`config.mk`:
```
export PLATFORM = sky130hd
export DESIGN_NAME = digit_scanner
export DESIGN_NICKNAME = d
export VERILOG_FILES = /design/src/rtl/dscan_pkg.sv /design/src/rtl/dscan_ctrl.sv /design/src/rtl/dscan_path.sv /design/src/rtl/digit_scanner.sv
export SDC_FILE = /design/constraint.sdc
export NUM_CORES = 1
export LEC_CHECK = 0
export CAP_MARGIN = 0
export CORE_ASPECT_RATIO = 0.75
export CORE_UTILIZATION = 55
export CTS_BUF_LIST = sky130_fd_sc_hd__clkbuf_2 sky130_fd_sc_hd__clkbuf_4 sky130_fd_sc_hd__clkbuf_8
export CTS_CLUSTER_SIZE = 12
export DETAILED_ROUTE_END_ITERATION = 12
export PLACE_DENSITY = 0.84
export SLEW_MARGIN = 25
export SYNTH_ARGS = -nofsm -noshare
export SYNTH_HDL_FRONTEND = slang
export SYNTH_SLANG_ARGS = --single-unit
```
`constraint.sdc`:
```
create_clock -name clk -period 2.03 [get_ports clk]
set_input_delay 0.203 -clock clk [delete_from_list [all_inputs] [get_ports clk]]
set_output_delay 0.203 -clock clk [all_outputs]
set_load 0.02 [all_outputs]
```
`src/rtl/dscan_pkg.sv`:
```
`timescale 1ns/1ps
package dscan_pkg;
  localparam int MAX_DIGITS = 4;
  localparam int SLOT_W     = $clog2(MAX_DIGITS);
  localparam int PHASE_W    = 5;
  localparam int INT_W      = 4;
  localparam int SEG_W      = 8;
  localparam int GLYPH_W    = SEG_W - 1;

  typedef struct packed {
    logic [SLOT_W-1:0] slot;
    logic              digitGate;
    logic              segGate;
  } strobe_t;

  // glyph bits ordered {A,B,C,D,E,F,G}
  function automatic logic [GLYPH_W-1:0] fontNumeric(input logic [3:0] code);
    case (code)
      4'h0: return 7'h7E;  4'h1: return 7'h30;  4'h2: return 7'h6D;  4'h3: return 7'h79;
      4'h4: return 7'h33;  4'h5: return 7'h5B;  4'h6: return 7'h5F;  4'h7: return 7'h70;
      4'h8: return 7'h7F;  4'h9: return 7'h7B;  4'hA: return 7'h01;  4'hB: return 7'h4F;
      4'hC: return 7'h37;  4'hD: return 7'h0E;  4'hE: return 7'h67;  default: return 7'h00;
    endcase
  endfunction

  function automatic logic [GLYPH_W-1:0] fontHex(input logic [3:0] code);
    case (code)
      4'hA: return 7'h77;  4'hB: return 7'h1F;  4'hC: return 7'h4E;
      4'hD: return 7'h3D;  4'hE: return 7'h4F;  4'hF: return 7'h47;
      default: return fontNumeric(code);
    endcase
  endfunction
endpackage

```
`src/rtl/dscan_ctrl.sv`:
```
`timescale 1ns/1ps
module dscan_ctrl #(
  parameter int DIGITS  = dscan_pkg::MAX_DIGITS,
  parameter int PHASE_W = dscan_pkg::PHASE_W,
  parameter int INT_W   = dscan_pkg::INT_W
) (
  input  logic                        clk,
  input  logic                        rstN,
  input  logic [INT_W-1:0]            intensity,
  input  logic [dscan_pkg::SLOT_W-1:0] scanLimit,
  input  logic                        dispTest,
  output dscan_pkg::strobe_t          strobe
);
  localparam int SW      = dscan_pkg::SLOT_W;
  localparam int PHASES  = 1 << PHASE_W;
  localparam int TEST_ON = PHASES - PHASES / 16;
  localparam logic [SW-1:0] LAST_SLOT = SW'(DIGITS - 1);

  logic [PHASE_W-1:0] phase;
  logic [PHASE_W-1:0] onTime;
  logic [SW-1:0]      slot;
  logic [SW-1:0]      effLimit;

  always_comb begin
    effLimit = dispTest ? LAST_SLOT : scanLimit;
    onTime   = dispTest ? PHASE_W'(TEST_ON) : {intensity, 1'b1};
  end

  always_ff @(posedge clk or negedge rstN) begin
    if (!rstN) begin
      phase <= '0;
      slot  <= '0;
    end else begin
      phase <= phase + 1'b1;
      if (phase == '1)
        slot <= (slot >= effLimit) ? '0 : slot + 1'b1;
    end
  end

  // phase 0 of each slot stays dark: inter-digit blanking
  always_comb begin
    strobe.slot      = slot;
    strobe.digitGate = (slot <= effLimit);
    strobe.segGate   = (phase != '0) && (phase <= onTime);
  end
endmodule

```
`src/rtl/dscan_path.sv`:
```
`timescale 1ns/1ps
module dscan_path #(
  parameter int DIGITS = dscan_pkg::MAX_DIGITS,
  parameter int SEG_W  = dscan_pkg::SEG_W
) (
  input  logic                     clk,
  input  logic                     rstN,
  input  dscan_pkg::strobe_t       strobe,
  input  logic [DIGITS*SEG_W-1:0]  digitRegs,
  input  logic [DIGITS-1:0]        decodeEn,
  input  logic                     hexSel,
  input  logic                     shutdown,
  input  logic                     dispTest,
  input  logic                     blank,
  output logic [DIGITS-1:0]        digitN,
  output logic [SEG_W-1:0]         segOut
);
  logic [SEG_W-1:0] pat [DIGITS];
  logic [SEG_W-1:0] curPat;
  logic             selOn;
  logic             litOn;

  for (genvar d = 0; d < DIGITS; d++) begin : g_digit
    logic [SEG_W-1:0]   raw;
    logic [SEG_W-2:0]   glyph;
    assign raw    = digitRegs[d*SEG_W +: SEG_W];
    assign glyph  = hexSel ? dscan_pkg::fontHex(raw[3:0]) : dscan_pkg::fontNumeric(raw[3:0]);
    assign pat[d] = decodeEn[d] ? {raw[SEG_W-1], glyph} : raw;
  end

  always_comb begin
    curPat = pat[strobe.slot];
    selOn  = (dispTest || !shutdown) && strobe.digitGate;
    litOn  = selOn && strobe.segGate && (dispTest || !blank);
  end

  always_ff @(posedge clk or negedge rstN) begin
    if (!rstN) begin
      digitN <= '1;
      segOut <= '0;
    end else begin
      digitN <= selOn ? ~(DIGITS'(1) << strobe.slot) : '1;
      segOut <= litOn ? (dispTest ? '1 : curPat) : '0;
    end
  end
endmodule

```
`src/rtl/digit_scanner.sv`:
```
`timescale 1ns/1ps
module digit_scanner #(
  parameter int DIGITS  = dscan_pkg::MAX_DIGITS,
  parameter int SEG_W   = dscan_pkg::SEG_W,
  parameter int INT_W   = dscan_pkg::INT_W,
  parameter int PHASE_W = dscan_pkg::PHASE_W
) (
  input  logic                        clk,
  input  logic                        rstN,
  input  logic [DIGITS*SEG_W-1:0]     digitRegs,
  input  logic [DIGITS-1:0]           decodeEn,
  input  logic [INT_W-1:0]            intensity,
  input  logic [dscan_pkg::SLOT_W-1:0] scanLimit,
  input  logic                        shutdown,
  input  logic                        dispTest,
  input  logic                        hexSel,
  input  logic                        blank,
  output logic [DIGITS-1:0]           digitN,
  output logic [SEG_W-1:0]            segOut
);
  dscan_pkg::strobe_t strobe;

  dscan_ctrl #(.DIGITS(DIGITS), .PHASE_W(PHASE_W), .INT_W(INT_W)) uCtrl (
    .clk(clk), .rstN(rstN), .intensity(intensity), .scanLimit(scanLimit),
    .dispTest(dispTest), .strobe(strobe)
  );

  dscan_path #(.DIGITS(DIGITS), .SEG_W(SEG_W)) uPath (
    .clk(clk), .rstN(rstN), .strobe(strobe), .digitRegs(digitRegs),
    .decodeEn(decodeEn), .hexSel(hexSel), .shutdown(shutdown),
    .dispTest(dispTest), .blank(blank), .digitN(digitN), .segOut(segOut)
  );
endmodule

```
After elaboration in Yosys (flattened, before gate mapping)
Memories as Yosys holds them, arrays and structs flattened.
Cells that the tools add are included.
{"block": "totals", "ff_bits": 19, "romBits": 896, "wordCells": 76, "memories": 8}
{"block": "op_classes", "addsub": 2, "n_lt_le_gt_ge": 4, "n_eq_ne": 25, "n_shift": 1, "n_mux": 21, "n_bitwise": 2, "n_reduce_logical": 9}
{"memory": "(name not given)", "words": 16, "width": 7, "read_ports": 1, "rd_clocked_by_memory_dff": 0, "write_ports": 0, "line": "dscan_pkg.sv:18", "text": "case (code)"}
{"memory": "(name not given)", "words": 16, "width": 7, "read_ports": 1, "rd_clocked_by_memory_dff": 0, "write_ports": 0, "line": "dscan_pkg.sv:18"}
{"memory": "(name not given)", "words": 16, "width": 7, "read_ports": 1, "rd_clocked_by_memory_dff": 0, "write_ports": 0, "line": "dscan_pkg.sv:18"}
{"memory": "(name not given)", "words": 16, "width": 7, "read_ports": 1, "rd_clocked_by_memory_dff": 0, "write_ports": 0, "line": "dscan_pkg.sv:18"}
{"memory": "(name not given)", "words": 16, "width": 7, "read_ports": 1, "rd_clocked_by_memory_dff": 0, "write_ports": 0, "line": "dscan_pkg.sv:18"}
{"memory": "(name not given)", "words": 16, "width": 7, "read_ports": 1, "rd_clocked_by_memory_dff": 0, "write_ports": 0, "line": "dscan_pkg.sv:18"}
{"memory": "2 more memories"}
{"operator": "7-bit one-hot mux with 6 select lines", "n": 4}
{"operator": "4-bit == test (second input constant)", "n": 24}
{"operator": "7-bit 2-to-1 mux", "n": 8}
{"operator": "8-bit 2-to-1 mux", "n": 4}
{"operator": "8-bit binary-select mux with 2-bit select", "n": 1}
{"operator": "5-bit by 1-bit adder with 5-bit output (second input constant)", "n": 1}
{"operator": "5-bit == test (second input constant)", "n": 1}
{"operator": "5-bit <= comparator", "n": 1}
{"operator": "5-bit 2-to-1 mux", "n": 1}
{"operator": "5-bit nonzero test", "n": 1}
{"operator": "1-bit logical AND", "n": 4}
{"operator": "2-bit 2-to-1 mux", "n": 2}
{"operator": "4-bit 2-to-1 mux", "n": 1}
{"operator": "4-bit NOT", "n": 1}
{"operator": "1-bit by 2-bit << shifter with 4-bit output (first input constant)", "n": 1}
{"operator": "3-bit >= comparator (second input constant)", "n": 1}
{"operator": "2-bit NOT with 3-bit output", "n": 1}
{"operator": "2-bit by 1-bit adder with 2-bit output (second input constant)", "n": 1}
{"operator": "2-bit >= comparator", "n": 1}
{"operator": "2-bit <= comparator", "n": 1}
{"operator": "1-bit zero test", "n": 2}
{"operator": "1-bit logical OR", "n": 2}

Longest topological paths before layout
{"block": "logic_depth", "ltp_word": 9, "depth_mapped": 9}

Modules after synthesis
Synthesis repeated with hierarchy kept, for this count alone.
{"block": "unflattened", "cells_unflattened": 406, "hier_area_um2": 3041.7}
{"mod": "dscan_path", "n_inst": 1, "cells_per_inst": 355, "area_each_um2": 2536.2}
{"mod": "dscan_ctrl", "n_inst": 1, "cells_per_inst": 51, "area_each_um2": 505.5}

Worst setup path before layout
No wires, ideal clock.
{"block": "synth_timing", "path_type": "register -> register", "startpoint": "register uCtrl.slot[0]", "endpoint": "register uPath.segOut[2]", "t_arrival_ns": 1.776, "slack_ns": 0.154, "stages_incl_launch_ff": 10, "synth_period_minus_slack_ns": 1.876, "path_cell_list": "dfrtp_1 -> buf_2 -> inv_2 -> ha_1 -> inv_1 -> a21oi_1 -> a21oi_1 -> a21oi_1 -> o211ai_1 -> a311oi_1"}
{"block": "synth_between", "elab_chain_cells": 6, "elab_cells_between_ends": 10}
{"item": "start, declared", "line": "dscan_ctrl.sv:21", "text": "logic [SW-1:0] slot;"}
{"item": "start signal, assigned", "line": "dscan_ctrl.sv:36", "text": "slot <= (slot >= effLimit) ? '0 : slot + 1'b1;"}
{"item": "2-bit NOT with 3-bit output (implied by the code)", "line": "dscan_path.sv:32", "text": "curPat = pat[strobe.slot];"}
{"item": "8-bit binary-select mux with 2-bit select", "line": "dscan_path.sv:32"}
{"item": "8-bit 2-to-1 mux (implied by the code) (2 in series)", "line": "dscan_path.sv:32"}
{"item": "8-bit 2-to-1 mux", "line": "dscan_path.sv:43", "text": "segOut <= litOn ? (dispTest ? '1 : curPat) : '0;"}
{"item": "8-bit 2-to-1 mux (*)", "line": "dscan_path.sv:43"}
{"item": "end signal, assigned", "line": "dscan_path.sv:43"}
{"item": "end, declared", "line": "dscan_path.sv:16", "text": "output logic [SEG_W-1:0] segOut"}
Every way passes the cells marked *; elsewhere a longest branch is shown, timed or not. The select of a mux whose other input is x is not followed.
A chain may end at the register's enable or synchronous reset.

Worst setup path after layout
{"block": "layout_timing", "startpoint": "input digitRegs[0]", "endpoint": "register uPath.segOut[0]"}
{"block": "layout_between", "elab_chain_cells": 9, "elab_cells_between_ends": 16}
{"item": "start, declared", "line": "digit_scanner.sv:10", "text": "input logic [DIGITS*SEG_W-1:0] digitRegs,"}
{"item": "memory 16 x 7 bit / 4-bit == test (equally long branches)"}
{"item": "7-bit one-hot mux with 6 select lines", "line": "dscan_pkg.sv:27", "text": "case (code)"}
{"item": "7-bit 2-to-1 mux", "line": "dscan_path.sv:27", "text": "assign glyph = hexSel ? dscan_pkg::fontHex(raw[3:0]) : dscan_pkg::fontNumeric(raw[3:0]);"}
{"item": "7-bit 2-to-1 mux (*)", "line": "dscan_path.sv:28", "text": "assign pat[d] = decodeEn[d] ? {raw[SEG_W-1], glyph} : raw;"}
{"item": "8-bit binary-select mux with 2-bit select (*)", "line": "dscan_path.sv:32"}
{"item": "8-bit 2-to-1 mux (implied by the code) (*) (2 in series)", "line": "dscan_path.sv:32"}
{"item": "8-bit 2-to-1 mux (*) (2 in series)", "line": "dscan_path.sv:43"}
Marked as above.

==> flow_summary_export.csv <==
group,metric,value,unit
run_status,result_of_the_run,"completed",
floorplan,chipWidth,88.5,um
worst_setup_path,timing.critical_path.cells,"dlygate4sd2_1 > buf_4 > ha_1 > o21a_1 > o31ai_4 > a311oi_1 > o2111ai_1 > a31oi_2",
finish,final-instance-count-excl-fill,624,
global_routing,gr-usage-met2,0.643,
cts,post_cts_hold_fix_bufs,0,
detailed_routing,route.detailed.vias_per_inst,6.56,
worst_setup_path,slowest_stage,"o31ai_4",
synthesis,synth-main-ff-cell,"dfrtp_1",
synthesis,synth_top_cell_area_share,0.187,
synthesis,number_of_nets_produced_by_synthesis,495,
detailed_routing,drt_iter0_drc,467,
cts,numClockSinks,19,
worst_setup_path,worst-path-buf-inv,2,
worst_setup_path,worst_ep_arrival_time,2110,ps
timing,final-setup-viol-count,0,
finish,fin_nets,644,
placed_design,post-place-ws,-489,ps
timing,final-hold-violation-count,0,
worst_setup_path,start_kind,"input port",
pwr,ir_worst_vdd,0.000289,V
worst_setup_path,timing.critical_path.max_delay_family,"compound AO/OA/AOI/OAI gates",
synthesis,seq_area_frac_synth,0.156,
worst_setup_path,worst-endpoint-required,2160,ps
detailed_routing,antenna_left,0,
floorplan,floorplan.die.height,66.9,um
pwr,leakage_component_of_the_power,2.06,nW
min_path,holdCritPathClass,"in -> async",
floorplan,ios,60,
detailed_routing,wire_per_inst,19.1,um
finish,area_growth,51.3,%
cts,root_buffer,"clkbuf_8",
timing,final_min_period_over_clock_period,0.977,
timing,timing.final.crit_period,1980,ps
cts,cts.clk_slew.worst_paths,70,ps
global_routing,grt_start_max_net_pins,20,
timing,fin_worst_hold_slack,294,ps
global_routing,global_route.usage.met1,0.492,
worst_setup_path,criticalPathCategory,"in -> reg",
placed_design,buffers_on_ports,59,
detailed_routing,drc,0,
cts,cts_inserted_buffers,3,
synthesis,synth_area,3080,sq um
placed_design,post-dp-hpwl,8890,um
synthesis,synth_seq_cells,19,
timing,clock_skew,2.34,ps
global_routing,global_route.peak_usage_layer,"met2",
floorplan,rows,23,
cts,h-tree-depth,1,
synthesis,post_synthesis_instance_total,401,
synthesis,synth.cells.most_frequent,"46 x ha_1, 33 x nand2_1, 33 x nor2_1, 32 x a21oi_1, 32 x o21ai_0",
job,cap_violations,0,
detailed_routing,routed_wl,11900,um
worst_setup_path,worst_setup_path_end_kind,"flop",
global_routing,grt.met3_usage,0.100,
detailed_routing,drt_first_pass_iters,5,
global_routing,grt_usage,0.394,
synthesis,synth_async_sr_flop_share,1.00,
global_routing,first_global_vias,3818,
timing,final_max_slew_viols,0,
detailed_routing,vias,4094,
synthesis,synth_edf_count,0,
cts,max-clock-path-buffers,2,
finish,total_of_fill_cells_in_the_finished_design,309,
synthesis,syn_avg_cell_area,7.69,sq um
timing,tightest_slew,563,ps
worst_setup_path,worst_path_maximum_fanout,5,
timing,max-slew-margin-rel,0.620,
worst_setup_path,cp_slowest_stage_delay,370,ps
placed_design,globalplace.congestion,0.933,
floorplan,initial_utilization,0.573,
finish,num_antenna_cells,0,
finish,final_layout_size_suffix_gt1_frac,0.304,
synthesis,synth_area_leader_cell,"ha_1",
timing,final_critical_path_setup_slack,46.6,ps
placed_design,dp_cells,617,
pwr,power_per_cell_area,324,nW/um^2
synthesis,yosys-top-cells-area,"ha_1 19%, dfrtp_1 12%, a21oi_1 5.2%",
synthesis,yosys.cell_count.top_type,"ha_1",
synthesis,ys.warnings.count,0,
synthesis,synth_cell_types,66,
floorplan,floorplan.die_area,5910,sq um
floorplan,floorplan.core_area,5380,sq um
cts,clk_latency,250,ps
timing,fmaxAchievable,504,MHz
cts,cts_tree,"yes",
finish,layout.core_utilization,0.867,
global_routing,grt_antenna_before_repair,0,
global_routing,grt_first_pass_wirelength,17900,um
global_routing,overflow,0,
==> logic make-up after synthesis <==
family	share of synthesized area
AOI/OAI and AO/OA	0.313
and+or+nand+nor	0.212
buffers and inverters	0.0669
adders and majority gates	0.187
DFF	0.156
muxes	0.0596
xor gates and xnor gates	0.00568
==> final cells by class <==
type | instances | area, sq um | share of cell area
Multi-Input combinational cell | 335 | 2530 | 0.543
Timing Repair Buffer | 167 | 1420 | 0.305
Tap cell | 75 | 93.8 | 0.0201
Clock buffer | 3 | 41.3 | 0.00885
Inverter | 24 | 90.1 | 0.0193
Clock inverter | 1 | 5.00 | 0.00107
Sequential cell | 19 | 480 | 0.103
==> sequential cells by signal, indices dropped and copies added, names as in the netlist <==
signal and cells:
uCtrl.slot 2, uPath.digitN 4, uPath.segOut 8, uCtrl.phase 5
==> repair_timing <==
| item | CTS | global route |
|---|---|---|
| resized for setup | 30 | 16 |
| setup buffers | 1 | 2 |
| pin swaps | 11 | 10 |
| endpoints found under the setup margin | 7 | 7 |
==> worst paths after layout <==
| check | slack (ps) | startpoint | cells past startpoint | to |
|---|---|---|---|---|
| worst max-delay path | 50 | digitRegs[0] | 8 | uPath.segOut[0]$_DFF_PN0_ |
| worst min-delay path | 290 | rstN | 2 | uCtrl.phase[1]$_DFF_PN0_ |
| worst max register to register | 210 | uCtrl.slot[1]$_DFFE_PN0N_ | 7 | uPath.segOut[2]$_DFF_PN0_ |
| worst min register to register | 530 | uCtrl.phase[0]$_DFF_PN0_ | 1 | uCtrl.phase[0]$_DFF_PN0_ |
| max in group asynchronous | 1480 | rstN | 2 | uPath.digitN[1]$_DFF_PN1_ |
| min in group clk | 530 | uCtrl.phase[0]$_DFF_PN0_ | 1 | uCtrl.phase[0]$_DFF_PN0_ |
==> cell usage in the layout (no fill, tap or decap), types with 4 or more instances in the layout <==
master	n
nand3_1	7
a311oi_1	6
nand2b_1	15
inv_2	8
clkdlybuf4s50_1	51
mux4_2	4
o2111ai_1	5
nand2_1	33
a31oi_1	10
ha_1	39
dfstp_2	4
inv_1	15
o21ai_0	31
nor2_1	29
ha_2	4
mux2i_1	6
buf_4	105
nand4_1	5
nor3_1	10
dfrtp_1	15
o211ai_1	8
o21ai_1	5
nor2b_1	6
nor2_2	4
o22ai_1	5
a21oi_1	30
dlygate4sd2_1	5
a211oi_1	4
==> routing by layer <==
metal  vias to the layer above  wire (um)
met1                      1870       4480
met2                       344       5460
met4                         0        505
met3                        84       1490
met5                         -          0
li1                       1796          -
==> report_power, final <==
part           leakage, nW  switching (mW)  internal (mW)
clock               0.0255           0.127          0.136
sequential           0.231         0.00876          0.398
combinational         1.80           0.426          0.417
total                 2.06           0.562          0.951
==> per-stage QoR <==
step                area (sq um)  total power, mW  TNS [ps]
floorplan                   3080            0.776         0
global placement            4470             1.15     -2060
detailed placement          4470             1.18     -2860
CTS                         4600             1.46     -17.4
global route                4670             1.58     -64.2
finish                      4670             1.51         0
(Power assumes the default switching activity.)
